--- config.mk ---
export PLATFORM = sky130hd
export DESIGN_NAME = irq_entry_top
export DESIGN_NICKNAME = d
export VERILOG_FILES = /design/src/rtl/irq_entry_pkg.sv /design/src/rtl/irq_entry_ctrl.sv /design/src/rtl/irq_entry_dp.sv /design/src/rtl/irq_entry_top.sv
export SDC_FILE = /design/constraint.sdc
export NUM_CORES = 1
export LEC_CHECK = 0
export ABC_AREA = 1
export BUFFER_PORTS_ARGS = -buffer_cell sky130_fd_sc_hd__buf_2
export CORE_MARGIN = 3
export CORE_UTILIZATION = 29
export DETAILED_ROUTE_END_ITERATION = 10
export PLACE_DENSITY = 0.75
export SYNTH_ARGS = -nofsm -noshare
export SYNTH_HDL_FRONTEND = slang
export SYNTH_SLANG_ARGS = --single-unit
--- constraint.sdc ---
create_clock -name clk -period 0.8 [get_ports clk]
set_clock_uncertainty 0.05 [all_clocks]
set_input_delay 0.2 -clock clk [delete_from_list [all_inputs] [get_ports clk]]
set_output_delay 0.2 -clock clk [all_outputs]
set_load 0.005 [all_outputs]
--- src/rtl/irq_entry_pkg.sv ---
package irq_entry_pkg;

  localparam int CFG_W = 32;

  // big-endian bit numbers of the implemented control bits
  localparam int NUM_RESV_CLR  = 14;
  localparam int NUM_SW_FLAG   = 15;
  localparam int NUM_TB_EN     = 17;
  localparam int NUM_DBG_EE    = 19;
  localparam int NUM_DBG_CE    = 20;
  localparam int NUM_CRIT_DE   = 21;
  localparam int NUM_MCHK_DE   = 22;

  // vector indices derived from the numbering
  localparam int IDX_RESV_CLR = CFG_W - 1 - NUM_RESV_CLR;
  localparam int IDX_SW_FLAG  = CFG_W - 1 - NUM_SW_FLAG;
  localparam int IDX_TB_EN    = CFG_W - 1 - NUM_TB_EN;
  localparam int IDX_DBG_EE   = CFG_W - 1 - NUM_DBG_EE;
  localparam int IDX_DBG_CE   = CFG_W - 1 - NUM_DBG_CE;
  localparam int IDX_CRIT_DE  = CFG_W - 1 - NUM_CRIT_DE;
  localparam int IDX_MCHK_DE  = CFG_W - 1 - NUM_MCHK_DE;

  localparam logic [CFG_W-1:0] IMPL_MASK =
      (CFG_W'(1) << IDX_RESV_CLR) | (CFG_W'(1) << IDX_SW_FLAG) |
      (CFG_W'(1) << IDX_TB_EN)    | (CFG_W'(1) << IDX_DBG_EE)  |
      (CFG_W'(1) << IDX_DBG_CE)   | (CFG_W'(1) << IDX_CRIT_DE) |
      (CFG_W'(1) << IDX_MCHK_DE);

  typedef enum logic [2:0] {
    CLS_NONE, CLS_EXT, CLS_CRIT, CLS_WDOG, CLS_DBG, CLS_MCHK
  } irqClass_e;

  // policy bits the datapath hands to the control
  typedef struct packed {
    logic resvClr;
    logic dbgClrEE;
    logic dbgClrCE;
    logic critClrDE;
    logic mchkClrDE;
  } policy_t;

  // strobes the control hands to the datapath
  typedef struct packed {
    logic clrExtEn;
    logic clrCritEn;
    logic clrDbgEn;
    logic clrResv;
    logic saveDbgEn;
    logic zeroSavedDbgEn;
    logic raiseDbgEvt;
  } entryStrobe_t;

endpackage

--- src/rtl/irq_entry_ctrl.sv ---
module irq_entry_ctrl
  import irq_entry_pkg::*;
(
  input  policy_t      policy,
  input  logic         effDbgEn,
  input  logic         irqExt,
  input  logic         irqCrit,
  input  logic         irqWdog,
  input  logic         irqMchk,
  input  logic         irqDbg,
  input  logic         critDbgEvtEn,
  output entryStrobe_t strb
);

  irqClass_e cls;
  logic      critClass;

  // fixed priority: machine check, debug, critical/watchdog, external
  always_comb begin
    cls = CLS_NONE;
    if (irqMchk)      cls = CLS_MCHK;
    else if (irqDbg)  cls = CLS_DBG;
    else if (irqCrit) cls = CLS_CRIT;
    else if (irqWdog) cls = CLS_WDOG;
    else if (irqExt)  cls = CLS_EXT;
  end

  assign critClass = (cls == CLS_CRIT) || (cls == CLS_WDOG);

  always_comb begin
    strb = '0;
    unique case (cls)
      CLS_MCHK: begin
        strb.clrDbgEn = policy.mchkClrDE;
      end
      CLS_DBG: begin
        strb.clrExtEn  = policy.dbgClrEE;
        strb.clrCritEn = policy.dbgClrCE;
        strb.saveDbgEn = 1'b1;
      end
      CLS_CRIT: begin
        strb.clrDbgEn = policy.critClrDE;
        strb.clrResv  = policy.resvClr;
      end
      CLS_WDOG: begin
        strb.clrDbgEn = policy.critClrDE;
      end
      CLS_EXT: begin
        strb.clrResv = policy.resvClr;
      end
      default: ;
    endcase
    // deferred debug event on critical-class or machine-check entry
    if ((critClass || cls == CLS_MCHK) && critDbgEvtEn && effDbgEn) begin
      strb.raiseDbgEvt    = 1'b1;
      strb.zeroSavedDbgEn = 1'b1;
    end
  end

endmodule

--- src/rtl/irq_entry_dp.sv ---
module irq_entry_dp
  import irq_entry_pkg::*;
(
  input  logic             clk,
  input  logic             rstN,
  input  logic             cfgWrEn,
  input  logic [CFG_W-1:0] cfgWrData,
  output logic [CFG_W-1:0] cfgRdData,
  input  logic             msrWrEn,
  input  logic [2:0]       msrWrData,
  input  logic             resvSet,
  input  logic             tbTick,
  input  entryStrobe_t     strb,
  output policy_t          policy,
  output logic             effDbgEn,
  output logic             extEnable,
  output logic             critEnable,
  output logic             dbgEnable,
  output logic             resvValid,
  output logic             tbIncEn,
  output logic             dbgEvtPend,
  output logic             savedDbgEn
);

  logic [CFG_W-1:0] cfgQ, cfgEff;
  logic eeQ, ceQ, deQ, resvQ, savedQ, evtQ;
  logic effEE, effCE, effResv;

  // same-cycle software write is folded in before the strobe is evaluated
  always_comb begin
    cfgEff = (cfgWrEn ? cfgWrData : cfgQ) & IMPL_MASK;
    cfgEff[IDX_SW_FLAG] = cfgQ[IDX_SW_FLAG] | (cfgWrEn & cfgWrData[IDX_SW_FLAG]);
  end

  assign policy.resvClr   = cfgEff[IDX_RESV_CLR];
  assign policy.dbgClrEE  = cfgEff[IDX_DBG_EE];
  assign policy.dbgClrCE  = cfgEff[IDX_DBG_CE];
  assign policy.critClrDE = cfgEff[IDX_CRIT_DE];
  assign policy.mchkClrDE = cfgEff[IDX_MCHK_DE];

  assign effEE    = msrWrEn ? msrWrData[2] : eeQ;
  assign effCE    = msrWrEn ? msrWrData[1] : ceQ;
  assign effDbgEn = msrWrEn ? msrWrData[0] : deQ;
  assign effResv  = resvQ | resvSet;

  always_ff @(posedge clk) begin
    if (!rstN) begin
      cfgQ   <= '0;
      eeQ    <= 1'b0;
      ceQ    <= 1'b0;
      deQ    <= 1'b0;
      resvQ  <= 1'b0;
      savedQ <= 1'b0;
      evtQ   <= 1'b0;
    end else begin
      cfgQ  <= cfgEff;
      eeQ   <= effEE    & ~strb.clrExtEn;
      ceQ   <= effCE    & ~strb.clrCritEn;
      deQ   <= effDbgEn & ~strb.clrDbgEn;
      resvQ <= effResv  & ~strb.clrResv;
      evtQ  <= strb.raiseDbgEvt;
      if (strb.zeroSavedDbgEn)  savedQ <= 1'b0;
      else if (strb.saveDbgEn)  savedQ <= effDbgEn;
    end
  end

  assign cfgRdData  = cfgQ;
  assign extEnable  = eeQ;
  assign critEnable = ceQ;
  assign dbgEnable  = deQ;
  assign resvValid  = resvQ;
  assign tbIncEn    = tbTick & cfgQ[IDX_TB_EN];
  assign dbgEvtPend = evtQ;
  assign savedDbgEn = savedQ;

endmodule

--- src/rtl/irq_entry_top.sv ---
module irq_entry_top
  import irq_entry_pkg::*;
(
  input  logic        clk,
  input  logic        rstN,
  input  logic        cfgWrEn,
  input  logic [31:0] cfgWrData,
  output logic [31:0] cfgRdData,
  input  logic        msrWrEn,
  input  logic [2:0]  msrWrData,
  output logic        extEnable,
  output logic        critEnable,
  output logic        dbgEnable,
  input  logic        resvSet,
  output logic        resvValid,
  input  logic        irqExt,
  input  logic        irqCrit,
  input  logic        irqWdog,
  input  logic        irqMchk,
  input  logic        irqDbg,
  input  logic        critDbgEvtEn,
  input  logic        tbTick,
  output logic        tbIncEn,
  output logic        dbgEvtPend,
  output logic        savedDbgEn
);

  policy_t      policy;
  entryStrobe_t strb;
  logic         effDbgEn;

  irq_entry_ctrl u_ctrl (
    .policy       (policy),
    .effDbgEn     (effDbgEn),
    .irqExt       (irqExt),
    .irqCrit      (irqCrit),
    .irqWdog      (irqWdog),
    .irqMchk      (irqMchk),
    .irqDbg       (irqDbg),
    .critDbgEvtEn (critDbgEvtEn),
    .strb         (strb)
  );

  irq_entry_dp u_dp (
    .clk        (clk),
    .rstN       (rstN),
    .cfgWrEn    (cfgWrEn),
    .cfgWrData  (cfgWrData),
    .cfgRdData  (cfgRdData),
    .msrWrEn    (msrWrEn),
    .msrWrData  (msrWrData),
    .resvSet    (resvSet),
    .tbTick     (tbTick),
    .strb       (strb),
    .policy     (policy),
    .effDbgEn   (effDbgEn),
    .extEnable  (extEnable),
    .critEnable (critEnable),
    .dbgEnable  (dbgEnable),
    .resvValid  (resvValid),
    .tbIncEn    (tbIncEn),
    .dbgEvtPend (dbgEvtPend),
    .savedDbgEn (savedDbgEn)
  );

endmodule

Word-level counts from Yosys, hierarchy flattened. Cells that the tools add are included.

Bits in registers: 13. Input port bits: 47. Output and inout bits: 39. Logic and storage cells: 47.

Equality and inequality tests: 5. Mux-type cells: 14. Bitwise gates (word level): 13. Reduce and logical (&&, ||, !) cells: 7.

Operators with widths (number): two-way mux 18 bit (1); two-way mux 3 bit (4); bitwise AND 1 bit (6); == test 3 x 2 -> 1 bit (second input constant) (2); == test 3 bit (second input constant) (2); two-way mux 1 bit (6); OR reduction 2 bit (3); inverter 1 bit (5); two-way mux 2 bit (2); == test 3 x 1 -> 1 bit (second input constant) (1); logical AND 1 bit (2); logical OR 1 bit (2); OR 1 bit (2); one-hot mux 1 bit (2 select lines) (1).

Logic depth before layout (Yosys ltp). Gate-level depths: netlist of the first run.

Word-level depth: 12. Depth in mapped cells: 6. Mapped depth without buffers: 6.

Hierarchy. A second synthesis of the first run with hierarchy kept.

Cell total of the unflattened synthesis: 126. Area, all modules: 864.6 um^2.

Modules (own cells, without submodules): irq_entry_dp (times used 1, cells an instance 101, area each 750.7 um^2, seq. area each 260.2 um^2); irq_entry_ctrl (times used 1, cells an instance 25, area each 113.9 um^2, seq. area each 0.0 um^2).

Least setup slack after synthesis of the first run. No wires, ideal clock.

Kind: register -> register. From: register u_dp.ceQ (netlist: u_dp.critEnable). To: register u_dp.ceQ (netlist: u_dp.critEnable). Library setup time: 0.118 ns. Arrival: 0.685 ns. Data required time: 0.632 ns. Setup slack: -0.053 ns. Cell stages (with the launch flop): 4. Buffers on the path: 0. Clock period less this slack: 0.853 ns. Cell sequence: dfxtp_1 or2_2 o211ai_1 nor2_1.

Cells in the longest elaborated chain, start to end: 2.

Ends and longest elaborated chain: start, declared (RTL line irq_entry_dp.sv:26) `logic eeQ, ceQ, deQ, resvQ, savedQ, evtQ;`; start signal, assigned (RTL line irq_entry_dp.sv:58) `ceQ <= effCE & ~strb.clrCritEn;`; two-way mux 1 bit (RTL line irq_entry_dp.sv:42) `assign effCE = msrWrEn ? msrWrData[1] : ceQ;`; bitwise AND 1 bit (RTL line irq_entry_dp.sv:58).

Every way passes these cells. A chain may end at the register's enable or synchronous reset.

Final worst setup path of the first run.
From: register u_dp.deQ (netlist: u_dp.dbgEnable). To: output port dbgEnable.

RTL lines: start, declared (RTL line irq_entry_dp.sv:26); start signal, assigned (RTL line irq_entry_dp.sv:59) `deQ <= effDbgEn & ~strb.clrDbgEn;`; end, declared (RTL line irq_entry_top.sv:13) `output logic dbgEnable,`.

No word-level cell between the ends.

==> results of run 1 <==
-- how the worst max path moves through the flow --
stage | start | end | cells past startpoint
CTS | u_dp.dbgEnable$_SDFF_PN0_ | dbgEnable | 2
detailed placement | cfgWrEn | u_dp.critEnable$_SDFF_PN0_ | 5
global route | u_dp.dbgEnable$_SDFF_PN0_ | dbgEnable | 2
floorplan | u_dp.cfgRdData[11]$_SDFF_PN0_ | u_dp.critEnable$_SDFF_PN0_ | 4
finish | u_dp.dbgEnable$_SDFF_PN0_ | dbgEnable | 2
global placement | cfgWrEn | u_dp.critEnable$_SDFF_PN0_ | 5
-- cell families after synthesis --
group / share of synthesized area (%)
DFF: 35.0
buffers and inverters: 31.3
other: 0.504
AOI/OAI and AO/OA: 10.4
and+or+nand+nor: 22.9
-- routing by layer --
| layer | global-route usage (%) | wire [µm] | vias to the layer above |
|---|---|---|---|
| met1 | 11.9 | 650 | 298 |
| met4 | 5.08 | 14 | 0 |
| met3 | 2.53 | 194 | 2 |
| met2 | 15.8 | 825 | 36 |
| met5 | 0 | 0 | - |
| li1 | - | - | 364 |
-- power groups by stage --
stage | Clock, W | Sequential, W | Combinational (W)
after global routing | 0.000445 | 0.000725 | 0.000389
after detailed placement | 0 | 0.000724 | 0.000290
final | 0.000400 | 0.000718 | 0.000346
after CTS | 0.000422 | 0.000715 | 0.000319
after floorplan | 0 | 0.000729 | 0.000226
after global placement | 0 | 0.000723 | 0.000287
-- flip-flops by register name, summed over array words and instances, names as in the netlist --
name,flops
u_dp.cfgRdData,7
u_dp.dbgEnable,1
u_dp.savedDbgEn,1
u_dp.resvValid,1
u_dp.critEnable,1
u_dp.dbgEvtPend,1
u_dp.extEnable,1
-- metrics by stage --
stage | utilization (%) | TNS, ps | worst slack (ps) | power, W | hold slack [ps]
final | 44.4 | -2640 | -258 | 0.00147 | 100
after global routing | 44.4 | -3410 | -282 | 0.00156 | 110
after CTS | 42.3 | -2820 | -268 | 0.00146 | 92.3
after detailed placement | 38.9 | -933 | -176 | 0.00101 | 377
after global placement | 38.9 | -895 | -165 | 0.00101 | 378
after floorplan | - | -44.9 | -22.4 | 0.000955 | 270
-- cell usage after synthesis --
cell / number / area, µm²
buf_4: 25 / 188
nand2_1: 20 / 75.1
nor2_1: 16 / 60.1
dfxtp_1: 13 / 260
inv_1: 11 / 41.3
a21oi_1: 7 / 35.0
o211ai_1: 2 / 15.0
o21ai_0: 2 / 10.0
o21ai_1: 2 / 10.0
or2_1: 2 / 12.5
or2_2: 2 / 12.5
conb_1: 1 / 3.75
inv_2: 1 / 3.75
nand3_1: 1 / 5.00
nor3_1: 1 / 5.00
o21bai_1: 1 / 7.51
-- final cells by class --
cell class | count | area (µm²)
inverters | 12 | 45.0
repair buffers | 41 | 255
flip-flops and latches | 13 | 277
fillers | 253 | 1290
clock buffers | 4 | 26.3
well taps | 28 | 35.0
multi-input cells | 81 | 392
-- cells in the final DEF, fill, tap and decap left out, drive strengths merged --
cell type   n
o211ai      2
nor2       16
nor3        1
o21bai      1
buf        41
dfxtp      13
inv        12
or2         4
nand3       1
nand2      20
conb       25
clkbuf      4
o21ai       4
a21oi       7
-- tightest hold or removal path, stage by stage --
cell,delay [ps]
buf_2,70
nor2_1,30
nor2_1,80
-- what timing repair did --
item                                    4_1_cts  5_1_grt
endpoints found under the setup margin       21       21
pin swaps                                     8        1
resized for setup                            19       11
buffers inserted                              1        0
==> results.md, run 1 <==
* Critical path fanouts, max at 2
* Flop-to-flop setup slack at -110 ps
* Clk slew on worst S/H paths at 80 ps
* Yosys reg bits at 13
* Net Sw Frac at 27.7%
* Worst R2R Path Depth at 7
* Drt pass-1 iters at 2
* Worst min-delay path endpoint: u_dp.cfgRdData[14]$_SDFFE_PN0P_
* Top Family by Delay on Critical Path: flip-flops
* Crit Path Class: flop to output pin
* Hold path cells at 3
* Num CTS Buffers at 3
* Peak Freq at 945 MHz
* Largest net degree at the start of global routing at 8
* Status: finished, violations left
* Placed Instances at 174
* Part of the cycle the worst path needs at 132%
* DRC errors left at 0
* Placed instance area at 902 µm²
* Die X-Extent at 56.7 µm
* Pwr dens at 1420 nW/µm²
* Net switching power at 0.000406 W
* Routed len/inst at 9.41 µm
* Starting Density at 32.1%
* Worst path buffer plus inverter count at 2
* Layout cells sized above 1 at 46.4%
* Post-route cell area at 1030 µm²
* Syn. warnings at 0
* Int Pwr at 0.00106 W
* Die Ht at 56.7 µm
* Final Hold Fails at 0
* Vias per cell at 3.91
* Hold buffers post-CTS at 0
* Layout net count at 199
* Post-Syn Area per Cell at 6.96 µm²
* Distinct cells, synth at 16
* Final wirelength at 1680 µm
* Vias at 700
* Critical path, cell by cell: buf_6, buf_6
* IO Count at 86
* PortBufs at 35
* Overflow after GRT at 0
* Logic pwr share at 23.6%
* Post-DP HPWL at 1370 µm
* Worst VDD drop at 894 µV
* Largest stage delay, worst path at 330 ps
* HP Start: cfgWrData[14]
* Post-synthesis sequential area ratio at 35.0%
* Reg-to-Reg End: u_dp.savedDbgEn$_SDFFE_PP0N_
* Cell Rows at 17
* GRT Util Overall at 9.84%
* Worst setup SP type: flop
* Critical path capture point type: output pin
* First-pass GRT wire length at 2530 µm
* Period minus WS final at 1060 ps
* RSZ-0062 raised after global routing: true
* Fin cells at 179
* Cell chosen for the clock root: clkbuf_4
* Clock sinks at 13
* Vias in the first global route at 628
* Worst EP arrival at 810 ps
* Core area at 2320 µm²
* P&R area growth vs syn at 38.3%
* Initial antenna violation count at 0
* Power share of the sequential group at 49.0%
* GPL Wtd Cong at 0.732
* Most frequent CP cell: buf_6
* Required time of the critical path at 550 ps
* Clock Tree Buf Depth at 2
* Die area at 3210 µm²
* Antenna diode count at 0
* Final worst slack at -258 ps
* H-tree depth at 1
* Violated checks: negative setup slack
* Max-cap violation count at 0
* Post-Synthesis Cells at 107
* Final setup violation count at 21
* Pins Over Slew Limit at 0
* Clock power share at 27.3%
* Synth Cell Area at 744 µm²
* Pleak at 0.583 nW
* Clk_lat worst skew at 270 ps
* Post-detailed-route count of antenna-violating nets at 0
* CTS tree: done
* Slowest CP cell: dfxtp_2
* Initial DRC Count at 3
* Reg-to-reg critical path startpoint: u_dp.dbgEnable$_SDFF_PN0_
* HP Class: input pin to flop
Power figures use the tool's default switching activity.
==> run 2: changes to the inputs <==
--- a/config.mk
+++ b/config.mk
@@ -8,9 +8,9 @@
 export ABC_AREA = 1
 export BUFFER_PORTS_ARGS = -buffer_cell sky130_fd_sc_hd__buf_2
 export CORE_MARGIN = 3
-export CORE_UTILIZATION = 29
+export CORE_UTILIZATION = 35
 export DETAILED_ROUTE_END_ITERATION = 10
-export PLACE_DENSITY = 0.75
+export PLACE_DENSITY = 0.85
 export SYNTH_ARGS = -nofsm -noshare
 export SYNTH_HDL_FRONTEND = slang
 export SYNTH_SLANG_ARGS = --single-unit
==> constraint.sdc (replaced) <==
create_clock -name clk -period 1.24 [get_ports clk]
set_clock_uncertainty 0.05 [all_clocks]
set_input_delay 0.31 -clock clk [delete_from_list [all_inputs] [get_ports clk]]
set_output_delay 0.31 -clock clk [all_outputs]
set_load 0.005 [all_outputs]
==> run 2 against run 1 <==
  * The run now ends clean
  * Sequential power fell by 36%
  * Total power fell by 40%
  * First-iteration DRC count rose to 3.7 times the previous value
  * Design area fell by 14%
  * Global-route usage rose by 1.0 points
  * Worst hold slack improved by 110 ps
  * Non-clock buffer count fell by 6
  * Setup slack improved by 350 ps
  * Flip-flop and latch count did not move
==> results.md, run 2 (synthesis results as in run 1) <==
* Status: completed
* Setup TNS at 0 ps (+2640 ps)
* Routed len/inst at 8.42 µm (-10%)
* HP Class: input pin to flop
* Worst VDD drop at 619 µV (-31%)
* PortBufs at 35 (unchanged)
* Worst EP arrival at 790 ps (-20 ps)
* Drt pass-1 iters at 2 (unchanged)
* Max reg flops at 7 (unchanged)
* Post-DP HPWL at 1210 µm (-12%)
* Util after Layout at 44.6% (+0.16 points)
* Pins Over Slew Limit at 0 (unchanged)
* Hold buffers post-CTS at 0 (unchanged)
* Pwr dens at 993 nW/µm² (-30%)
* Critical path, cell by cell: nand2_1, inv_1, buf_2
* Top Family by Delay on Critical Path: flip-flops
* Pleak at 0.531 nW (-9.0%)
* CTS tree: done
* Clk slew on worst S/H paths at 70 ps (about the same)
* Max-cap violation count at 0 (unchanged)
* Die Ht at 52.1 µm (-8.0%)
* Vias in the first global route at 503 (-20%)
* Commonest cells after routing, fill and taps aside: 35 x buf_2, 25 x conb_1, 20 x nand2_1
* Critical path capture point type: output pin
* Overflow after GRT at 0 (unchanged)
* H-tree depth at 1 (unchanged)
* IO Count at 86 (unchanged)
* Antenna diode count at 0 (unchanged)
* Final setup violation count at 0 (-100%)
* Worst path buffer plus inverter count at 2 (unchanged)
* Hold_ws at 208 ps (+107 ps)
* Die X-Extent at 52.1 µm (-8.0%)
* Vias per cell at 3.89 (-0.54%)
* GPL Wtd Cong at 0.773 (+5.6%)
* Period minus WS final at 1150 ps
* Clk_lat worst skew at 270 ps (about the same)
* Starting Density at 37.6% (+5.5 points)
* Final Hold Fails at 0 (unchanged)
* Cell chosen for the clock root: clkbuf_4
* Largest stage delay, worst path at 330 ps (about the same)
* P&R area growth vs syn at 18.7%
* Part of the cycle the worst path needs at 92.8%
* Cell Rows at 16 (-1)
* Worst setup SP type: flop
* Crit Path Class: flop to output pin
* First-pass GRT wire length at 2170 µm (-14%)
* Initial DRC Count at 11 (+8)
* Clock sinks at 13 (unchanged)
* Final wirelength at 1450 µm (-14%)
* Post-detailed-route count of antenna-violating nets at 0 (unchanged)
* Peak Freq at 869 MHz
* Initial antenna violation count at 0 (unchanged)
* Critical path fanouts, max at 3 (+1)
* Num CTS Buffers at 3 (unchanged)
* GRT Util Overall at 10.9% (+1.0 points)
* RSZ-0062 raised after global routing: false
* Layout cells sized above 1 at 29.0% (-17 points)
* Die area at 2720 µm² (-15%)
* Vias at 669 (-4.4%)
* DRC errors left at 0 (unchanged)
* Required time of the critical path at 880 ps (+330 ps)
* Most common cell after layout, fill and taps aside: buf_2
* Core area at 1980 µm² (-15%)
* Clock Tree Buf Depth at 2 (unchanged)
* Layout net count at 193 (-3.0%)
* Slowest CP cell: dfxtp_2
* Largest net degree at the start of global routing at 9 (+1)
==> run 2: area by class of cell <==
type	count	area (µm²)
Clock buffer	4	26.3
Sequential cell	13	262
Multi-Input combinational cell	81	342
Inverter	12	45.0
Tap cell	27	33.8
Timing Repair Buffer	35	175
Fill cell	235	1100
==> run 2: path summary, 6_finish.rpt <==
kind                                                       from                              end  slack, ps  cells past startpoint
worst min-delay path                              cfgWrData[14]  u_dp.cfgRdData[14]$_SDFFE_PN0P_        210                      3
worst min register to register     u_dp.cfgRdData[9]$_SDFF_PN0_     u_dp.cfgRdData[9]$_SDFF_PN0_        430                      2
worst max register to register       u_dp.critEnable$_SDFF_PN0_       u_dp.critEnable$_SDFF_PN0_        370                      3
worst max-delay path            u_dp.cfgRdData[14]$_SDFFE_PN0P_                          tbIncEn         90                      3
==> run 2: report_power, final <==
| part | internal [W] | leakage [nW] | switching (W) |
|---|---|---|---|
| logic | 0.0000742 | 0.408 | 0.0000957 |
| clock network | 0.000125 | 0.0150 | 0.000126 |
| registers | 0.000445 | 0.108 | 0.0000115 |
| total | 0.000644 | 0.531 | 0.000234 |
==> run 2: per-layer routing <==
layer,global-route usage (%),wire (µm),vias up
met3,6.88,210,0
met4,1.31,0,0
met5,0,0,-
met2,15.7,610,42
met1,13.9,629,273
li1,-,-,354
==> run 2: worst reg2reg max path, cell delays in order, from the launching register on <==
cell and delay, ps:
dfxtp_1 310, or2_2 270, o211ai_1 80, nor2_1 60
==> run 2: stage by stage <==
step	instance area (µm²)	std cells	power (W)	worst slack [ps]
after floorplan	835	131	0.000612	361
after global placement	856	168	0.000632	202
after detailed placement	856	168	0.000635	185
after CTS	882	172	0.000888	56.2
after global routing	883	172	0.000940	30.6
final	883	172	0.000877	89.7
==> run 2: repair_timing <==
action	in CTS	in global routing
endpoints found under the setup margin	0	1
resized for setup	0	1
setup buffers	0	0
